===== src/rtl/tba_pkg.sv =====
package tba_pkg;
  typedef enum logic [1:0] {
    ST_IDLE = 2'd0,
    ST_HDR  = 2'd1,
    ST_WR   = 2'd2,
    ST_RD   = 2'd3
  } seq_st_e;

  localparam int unsigned FLAG_UADD = 0;
  localparam int unsigned FLAG_BF   = 1;
  localparam int unsigned FLAG_IRQ  = 2;
  localparam int unsigned FLAG_N    = 3;
endpackage


===== src/rtl/tba_addr_cmp.sv =====
module tba_addr_cmp #(
  parameter int unsigned BYTE_W  = 8,
  parameter int unsigned TAG_W   = 5,
  parameter logic [TAG_W-1:0] TAG = 5'b11110,
  parameter logic [BYTE_W-1:0] RST_VAL = '0
) (
  input  logic              clk_i,
  input  logic              rst_ni,
  input  logic              wr_i,
  input  logic [BYTE_W-1:0] wdata_i,
  input  logic [BYTE_W-1:0] byte_i,
  output logic              hdr_ok_o,
  output logic              rw_o,
  output logic              low_ok_o
);
  localparam int unsigned UP_MSB = BYTE_W - TAG_W - 1;

  logic [BYTE_W-1:0] addr_q;

  always_ff @(posedge clk_i or negedge rst_ni) begin
    if (!rst_ni)   addr_q <= RST_VAL;
    else if (wr_i) addr_q <= wdata_i;
  end

  // header: fixed tag, then upper address bits against the register copy
  assign hdr_ok_o = (byte_i[BYTE_W-1 -: TAG_W] == TAG) &&
                    (byte_i[UP_MSB:1] == addr_q[UP_MSB:1]);
  assign rw_o     = byte_i[0];
  assign low_ok_o = (byte_i == addr_q);
endmodule


===== src/rtl/tba_seq.sv =====
module tba_seq
  import tba_pkg::*;
(
  input  logic       clk_i,
  input  logic       rst_ni,
  input  logic       start_i,
  input  logic       stop_i,
  input  logic       byte_valid_i,
  input  logic       hdr_ok_i,
  input  logic       rw_i,
  input  logic       low_ok_i,
  output logic       set_uadd_o,
  output logic       set_bf_o,
  output logic       ack_o,
  output logic       xmit_o,
  output seq_st_e    state_o
);
  seq_st_e st_q, st_d;
  logic expect_q, expect_d;
  logic full_q, full_d;
  logic xmit_q, xmit_d;
  logic ack_q;

  logic hdr_wr_hit, hdr_rd_hit, low_hit, miss, quiet;

  assign quiet      = !stop_i && !start_i;
  assign hdr_wr_hit = quiet && byte_valid_i && expect_q && hdr_ok_i && !rw_i;
  assign hdr_rd_hit = quiet && byte_valid_i && expect_q && hdr_ok_i && rw_i && full_q;
  assign low_hit    = quiet && byte_valid_i && (st_q == ST_HDR) && low_ok_i;
  assign miss       = quiet && byte_valid_i &&
                      ((expect_q && !hdr_wr_hit && !hdr_rd_hit) ||
                       ((st_q == ST_HDR) && !low_ok_i));

  always_comb begin
    st_d     = st_q;
    expect_d = expect_q;
    full_d   = full_q;
    xmit_d   = xmit_q;
    if (stop_i) begin
      st_d = ST_IDLE; expect_d = 1'b0; full_d = 1'b0; xmit_d = 1'b0;
    end else if (start_i) begin
      st_d = ST_IDLE; expect_d = 1'b1; xmit_d = 1'b0;
    end else if (hdr_wr_hit) begin
      st_d = ST_HDR; expect_d = 1'b0;
    end else if (hdr_rd_hit) begin
      st_d = ST_RD; expect_d = 1'b0; xmit_d = 1'b1;
    end else if (low_hit) begin
      st_d = ST_WR; full_d = 1'b1;
    end else if (miss) begin
      st_d = ST_IDLE; expect_d = 1'b0;
    end
  end

  always_ff @(posedge clk_i or negedge rst_ni) begin
    if (!rst_ni) begin
      st_q     <= ST_IDLE;
      expect_q <= 1'b0;
      full_q   <= 1'b0;
      xmit_q   <= 1'b0;
      ack_q    <= 1'b0;
    end else begin
      st_q     <= st_d;
      expect_q <= expect_d;
      full_q   <= full_d;
      xmit_q   <= xmit_d;
      ack_q    <= hdr_wr_hit || hdr_rd_hit || low_hit;
    end
  end

  assign set_uadd_o = hdr_wr_hit || low_hit;
  assign set_bf_o   = hdr_wr_hit || hdr_rd_hit || low_hit;
  assign ack_o      = ack_q;
  assign xmit_o     = xmit_q;
  assign state_o    = st_q;
endmodule


===== src/rtl/tba_flags.sv =====
module tba_flags
  import tba_pkg::*;
(
  input  logic              clk_i,
  input  logic              rst_ni,
  input  logic [FLAG_N-1:0] set_i,
  input  logic [FLAG_N-1:0] clr_i,
  output logic [FLAG_N-1:0] flag_o
);
  for (genvar g = 0; g < FLAG_N; g++) begin : g_flag
    logic f_q;
    always_ff @(posedge clk_i or negedge rst_ni) begin
      if (!rst_ni)       f_q <= 1'b0;
      else if (set_i[g]) f_q <= 1'b1;   // set wins
      else if (clr_i[g]) f_q <= 1'b0;
    end
    assign flag_o[g] = f_q;
  end
endmodule


===== src/rtl/tenbit_addr_seq.sv =====
module tenbit_addr_seq
  import tba_pkg::*;
#(
  parameter int unsigned BYTE_W = 8,
  parameter int unsigned TAG_W  = 5,
  parameter logic [TAG_W-1:0] TAG = 5'b11110
) (
  input  logic              clk_i,
  input  logic              rst_ni,
  input  logic              start_i,
  input  logic              stop_i,
  input  logic              byte_valid_i,
  input  logic [BYTE_W-1:0] byte_i,
  input  logic              addr_wr_i,
  input  logic [BYTE_W-1:0] addr_wdata_i,
  input  logic              buf_read_i,
  input  logic              irq_clr_i,
  output logic              ack_o,
  output logic              update_addr_o,
  output logic              buf_full_o,
  output logic              irq_o,
  output logic              scl_hold_o,
  output logic              xmit_o,
  output logic [1:0]        state_o
);
  logic hdr_ok, rw, low_ok, set_uadd, set_bf;
  logic [FLAG_N-1:0] fset, fclr, flags;
  seq_st_e st;

  tba_addr_cmp #(.BYTE_W(BYTE_W), .TAG_W(TAG_W), .TAG(TAG), .RST_VAL('0)) u_cmp (
    .clk_i(clk_i), .rst_ni(rst_ni), .wr_i(addr_wr_i), .wdata_i(addr_wdata_i),
    .byte_i(byte_i), .hdr_ok_o(hdr_ok), .rw_o(rw), .low_ok_o(low_ok)
  );

  tba_seq u_seq (
    .clk_i(clk_i), .rst_ni(rst_ni), .start_i(start_i), .stop_i(stop_i),
    .byte_valid_i(byte_valid_i), .hdr_ok_i(hdr_ok), .rw_i(rw), .low_ok_i(low_ok),
    .set_uadd_o(set_uadd), .set_bf_o(set_bf), .ack_o(ack_o), .xmit_o(xmit_o),
    .state_o(st)
  );

  always_comb begin
    fset = '0;
    fclr = '0;
    fset[FLAG_UADD] = set_uadd;
    fset[FLAG_BF]   = set_bf;
    fset[FLAG_IRQ]  = set_bf;
    fclr[FLAG_UADD] = addr_wr_i;
    fclr[FLAG_BF]   = buf_read_i;
    fclr[FLAG_IRQ]  = irq_clr_i;
  end

  tba_flags u_flags (
    .clk_i(clk_i), .rst_ni(rst_ni), .set_i(fset), .clr_i(fclr), .flag_o(flags)
  );

  assign update_addr_o = flags[FLAG_UADD];
  assign scl_hold_o    = flags[FLAG_UADD];  // stretch until reload
  assign buf_full_o    = flags[FLAG_BF];
  assign irq_o         = flags[FLAG_IRQ];
  assign state_o       = st;
endmodule


===== config.mk =====
export PLATFORM = sky130hd
export DESIGN_NAME = tenbit_addr_seq
export DESIGN_NICKNAME = d
export VERILOG_FILES = /design/src/rtl/tba_pkg.sv /design/src/rtl/tba_addr_cmp.sv /design/src/rtl/tba_seq.sv /design/src/rtl/tba_flags.sv /design/src/rtl/tenbit_addr_seq.sv
export SDC_FILE = /design/constraint.sdc
export NUM_CORES = 1
export LEC_CHECK = 0
export ABC_AREA = 1
export ABC_CLOCK_PERIOD_IN_PS = 2700
export CORE_UTILIZATION = 47
export CTS_BUF_LIST = sky130_fd_sc_hd__clkbuf_16
export DETAILED_ROUTE_END_ITERATION = 8
export PLACE_DENSITY = 0.81
export REMOVE_ABC_BUFFERS = 1
export SYNTH_ARGS = -nofsm -noshare
export SYNTH_HDL_FRONTEND = slang
export SYNTH_SLANG_ARGS = --single-unit

===== constraint.sdc =====
create_clock -name clk_i -period 2.7 [get_ports clk_i]
set_clock_uncertainty 0.2 [all_clocks]
set_input_delay 0.27 -clock clk_i [delete_from_list [all_inputs] [get_ports clk_i]]
set_output_delay 0.27 -clock clk_i [all_outputs]
set_load 0.01 [all_outputs]

# --- After elaboration in Yosys (flattened, before gate mapping) ---
# Cells that the tools add are included.
# W data, S select, Z words.
classes:
  n_reduce_logical: 34
  muxes: 27
  eq_ne: 9
op_table:
  columns: ["op", "count"]
  rows:
  - ["$mux W1", 21]
  - ["$logic_and A1 B1 Y1", 14]
  - ["$mux W2", 6]
  - ["$eq A8 B8 Y1", 1]
  - ["$reduce_bool A2 Y1", 4]
  - ["$logic_not A1 Y1", 6]
  - ["$reduce_bool A6 Y1", 1]
  - ["$eq A5 B5 Y1 const B", 1]
  - ["$ne A5 B3 Y1 const B", 1]
  - ["$reduce_bool A5 Y1", 1]
  - ["$logic_or A1 B1 Y1", 4]
  - ["$ne A2 B2 Y1 const B", 2]
  - ["$reduce_and A2 Y1", 2]
  - ["$reduce_and A4 Y1", 1]
  - ["$ne A3 B3 Y1 const B", 1]
  - ["$reduce_bool A3 Y1", 1]
  - ["$eq A2 B1 Y1 const B", 1]
  - ["$eq A2 B2 Y1", 1]
  - ["$ne A2 B1 Y1 const B", 1]
word_totals:
  wordCells: 79
  inputBits: 24
  register_bits: 17
  out_inout_bits: 8

# --- Logic depth before layout (Yosys ltp) ---
depth:
  depth_word: 17
  ltp_mapped: 12
  depth_no_buf: 12

# --- Cells and area by module ---
# From an unflattened synthesis, not the netlist that was laid out.
hier_totals:
  hier_cells: 142
  hier_area_um2: 996.0
modules_own_cells:
  columns: ["module", "area_each_um2", "seq_area_each_um2", "cells_per_inst", "n_inst"]
  rows:
  - ["tba_addr_cmp", 505.5, 200.2, 76, 1]
  - ["tba_seq", 340.3, 150.1, 47, 1]
  - ["tba_flags", 142.6, 75.1, 18, 1]
  - ["tenbit_addr_seq", 7.5, 0.0, 1, 1]

# --- Least setup slack after synthesis ---
# No wires, ideal clock.
synth_path:
  path_kind: "reg-to-reg"
  startpoint: "reg u_cmp.addr_q[7]"
  endpoint: "reg u_seq.st_q[0], in the netlist u_seq.state_o[0]"
  t_arrival_ps: 1100
  n_path_buf: 0
  setup_time_ps: 124
  path_stages_with_launch: 9
  slack_ps: 1276
  period_less_slack_ps: 1424
  required_ps: 2376
  cell_sequence: "dfrtp_1 xnor2_1 nand2_1 nor2_1 nand3_1 nand3_1 nor2_1 nand2_1 nand2_1"
synth_via:
  elab_chain_cells: 7
  word_cells_on_any_way: 12
  classes_between: "1 x eq/ne; 5 x mux; 6 x reduce/logical"
synth_lines:
  columns: ["element", "line", "source"]
  rows:
  - ["start, declared", "tba_addr_cmp.sv:18", "logic [BYTE_W-1:0] addr_q;"]
  - ["start signal, assigned", "tba_addr_cmp.sv:22", "else if (wr_i) addr_q <= wdata_i;"]
  - ["$eq A8 B8 Y1 *", "tba_addr_cmp.sv:29", "assign low_ok_o = (byte_i == addr_q);"]
  - ["$logic_and A1 B1 Y1", "tba_seq.sv:29", "assign low_hit = quiet && byte_valid_i && (st_q == ST_HDR) && low_ok_i;"]
  - ["$mux W2", "tba_seq.sv:47", "end else if (low_hit) begin"]
  - ["$mux W2", "tba_seq.sv:45", "end else if (hdr_rd_hit) begin"]
  - ["$mux W2", "tba_seq.sv:43", "end else if (hdr_wr_hit) begin"]
  - ["$mux W2", "tba_seq.sv:41", "end else if (start_i) begin"]
  - ["$mux W2", "tba_seq.sv:39", "if (stop_i) begin"]
  - ["end signal, assigned", "tba_seq.sv:62", "st_q <= st_d;"]
  - ["end, declared", "tba_seq.sv:18", "seq_st_e st_q, st_d;"]
# Every way passes the cells marked *; elsewhere a longest branch is shown, timed or not.
# A chain may end at the register's enable or synchronous reset.

# --- Worst setup path in the final report ---
layout_path:
  startpoint: "in stop_i"
  endpoint: "reg u_seq.st_q[0], in the netlist u_seq.state_o[0]"
layout_via:
  elab_chain_cells: 12
  word_cells_on_any_way: 22
  classes_between: "5 x mux; 17 x reduce/logical"
layout_lines:
  columns: ["element", "line", "source"]
  rows:
  - ["start, declared", "tenbit_addr_seq.sv:11", "input logic stop_i,"]
  - ["$logic_not A1 Y1", "tba_seq.sv:26", "assign quiet = !stop_i && !start_i;"]
  - ["$logic_and A1 B1 Y1", "tba_seq.sv:26", null]
  - ["$logic_and A1 B1 Y1", null, null]
  - ["$logic_and A1 B1 Y1 (2 in series)", "tba_seq.sv:27, tba_seq.sv:28", null]
  - ["$logic_and A1 B1 Y1 (on tied branches)", "tba_seq.sv:27, tba_seq.sv:28", null]
  - ["$logic_not A1 Y1 or $logic_and A1 B1 Y1 (tied branches)", "tba_seq.sv:31, tba_seq.sv:28", null]
  - ["$logic_and A1 B1 Y1 or $logic_not A1 Y1 (tied branches)", "tba_seq.sv:31", "((expect_q && !hdr_wr_hit && !hdr_rd_hit) ||"]
  - ["$logic_and A1 B1 Y1", "tba_seq.sv:31", null]
  - ["$logic_or A1 B1 Y1", "tba_seq.sv:31", null]
  - ["$logic_and A1 B1 Y1", "tba_seq.sv:30", "assign miss = quiet && byte_valid_i &&"]
  - ["$reduce_bool A6 Y1 (no source line)", null, null]
# Several ways; a longest one is shown, not always the timed one.

==> results.json <==
{
  "syn_area_sq_um": 928,
  "yosysMostFrequentCell": "nand2_1",
  "cts.sinks": 17,
  "synth-seq-area-share_pct": 45.8,
  "maxCapViolCount": 0,
  "ant_nets": 0,
  "clk_latency_ps": 250,
  "synth_async_sr_flop_share_pct": 100,
  "grt_max_degree": 18,
  "fin_tns_setup_ps": 0,
  "initial_utilization_pct": 52.1,
  "place_ws_ps": 697,
  "numCtsBuffers": 3,
  "slew_headroom_pct": 47.8,
  "path_cells": "clkdlybuf4s50_1, nor2_4, nand2_4, nor3b_4, nand3_1, nand3_1, nor2_1, nand2_1, nand2_1",
  "post-cts-setup-buffers": 0,
  "ys_types": 22,
  "max_stage_delay_ps": 480,
  "cellLeakagePower_nw": 0.571,
  "period_minus_slack_ps": 1750,
  "dr.pass1.iters": 4,
  "setup.worst_path.end_class": "register",
  "tightest_slew_ps": 780,
  "syn_area_per_cell_sq_um": 9.10,
  "fin_crit_sh_pct": 64.7,
  "fin_nets": 160,
  "grt_overflow": 0,
  "drt_iter0_markers": 10,
  "die_h_um": 46.4,
  "antenna_cells": 0,
  "total_power_w": 0.000671,
  "cts-root-buf": "clkbuf_16",
  "die_area_sq_mm": 0.00216,
  "rows": 15,
  "place_congestion": 0.755,
  "htree_levels": 1,
  "synthCells": 102,
  "hold_viol_final": 0,
  "ys_top_cells_by_area": "dfrtp_1, nand2_1, mux2_2",
  "design_area_sq_mm": 0.00134,
  "vdd_drop_max_mv": 0.408,
  "yosysTopAreaCell": "dfrtp_1",
  "tritoncts": "done",
  "drc": 0,
  "post_cts_resized": 0,
  "min_path_type": "input port to asynchronous set/reset pin",
  "antenna_found_initial": 0,
  "rsz0062_at_grt": "no",
  "drt-total-wl_um": 1950,
  "setup_ws_ps": 953,
  "grt.total_usage_pct": 21.3,
  "slowest_stage": "clkdlybuf4s50_1",
  "startpoint_type": "input port",
  "r2r_setup_slack_ps": 1080,
  "path_clk_slew_ps": 50,
  "synth-edff-count": 0,
  "power_density_mw_per_mm2": 501,
  "drv_slew": 0,
  "placed_area_sq_mm": 0.00126,
  "layout-drive-gt1-share_pct": 15.6,
  "achievable-frequency_mhz": 573,
  "io_pins": 32,
  "syn2layout_area_growth_pct": 44.1,
  "wl_per_cell_um": 12.2,
  "netlist_top_cells_count": "nand2_1, dfrtp_1, inv_1",
  "criticalPathCategory": "input port to register",
  "cts.path.max_buffers": 2,
  "synth_top_area_share_pct": 45.8,
  "die_width_um": 46.4,
  "timing.rr.end": "u_seq.state_o[0]$_DFFE_PN0P_",
  "dp_hpwl_um": 1380,
  "synth_top_flop_cell": "dfrtp_1",
  "outcome": "completed",
  "critPathMaxFanout": 4,
  "vias_per_cell": 5.04,
  "ys_ff_latch": 17,
  "ff2ff_path_depth": 8,
  "setup_viol": 0,
  "crit_required_ps": 2630,
  "r2r_start": "u_cmp.addr_q[6]$_DFFE_PN0P_",
  "yosysWarnings": 0,
  "first_global_vias": 767,
  "via_count": 806,
  "core_area_sq_mm": 0.00178,
  "ctsHoldBuffers": 0,
  "grt_first_pass_wirelength_um": 3230,
  "arrival_ps": 1670,
  "port_buffers": 31
}
[worst max-delay path: cells and delay by family]
family                 cells  cell delay, ps
buffers and inverters      1             480
and+or+nand+nor            8             920
[state kept, by name (all words and copies together) (netlist names)]
signal,cells
u_seq.xmit_o,1
u_cmp.addr_q,8
u_flags.g_flag.f_q,3
u_seq.expect_q,1
u_seq.full_q,1
u_seq.ack_o,1
u_seq.state_o,2
[layer usage]
layer / GRT usage (%) / vias to the layer above / part of all wire [%]
li1: - / 392 / -
met1: 27.0 / 375 / 45
met2: 35.0 / 34 / 47
met3: 3.53 / 5 / 5.9
met4: 10.0 / 0 / 1.7
met5: 0 / - / 0
[per-stage QoR]
step / utilization [%] / std cells / hold slack [ps]
floorplan: - / 100 / -226
global placement: 70.6 / 156 / 275
detailed placement: 70.6 / 156 / 279
CTS: 75.0 / 160 / 290
global route: 75.0 / 160 / 314
finish: 75.0 / 160 / 279
[final cells by class]
type | instances | area (sq um)
Clock buffer | 3 | 75.1
Inverter | 14 | 52.6
Tap cell | 25 | 31.3
Timing Repair Buffer | 31 | 310
Clock inverter | 1 | 3.75
Fill cell | 134 | 445
Sequential cell | 17 | 425
Multi-Input combinational cell | 69 | 439
[cell usage in the layout, fill, tap and decap left out, types with 4 or more instances in the layout]
cell type        instances
nand3_1                  4
mux2_2                   6
o211ai_1                 4
inv_1                   14
nand2_1                 24
nor2_1                   6
clkdlybuf4s50_1         31
xnor2_1                  6
dfrtp_1                 17
nor2_4                   4
[where the power goes]
| group | total (W) | leakage (nW) | internal, W | switching, W |
|---|---|---|---|---|
| logic | 0.000102 | 0.310 | 0.0000566 | 0.0000452 |
| registers | 0.000277 | 0.219 | 0.000268 | 0.00000841 |
| clock network | 0.000292 | 0.0423 | 0.000197 | 0.0000957 |
[kinds of logic (layout without fill, tap and decap cells)]
logic type,count (synthesis),in the layout,synth area share (%)
buf+inv,16,49,6.87
simple gates,47,47,27.5
compound gates,10,10,6.87
xor+xnor,6,6,5.66
mux,6,6,7.28
flops,17,17,45.8
[worst max-delay path by stage]
stage,start,end,cells after the start
detailed placement,stop_i,u_seq.state_o[0]$_DFFE_PN0P_,9
floorplan,u_cmp.addr_q[7]$_DFFE_PN0P_,u_seq.state_o[0]$_DFFE_PN0P_,8
global route,byte_i[2],u_seq.state_o[0]$_DFFE_PN0P_,12
CTS,byte_i[2],u_seq.state_o[0]$_DFFE_PN0P_,12
finish,stop_i,u_seq.state_o[0]$_DFFE_PN0P_,9
global placement,stop_i,u_seq.state_o[0]$_DFFE_PN0P_,9
No activity file was read; power rests on OpenSTA's default activity.
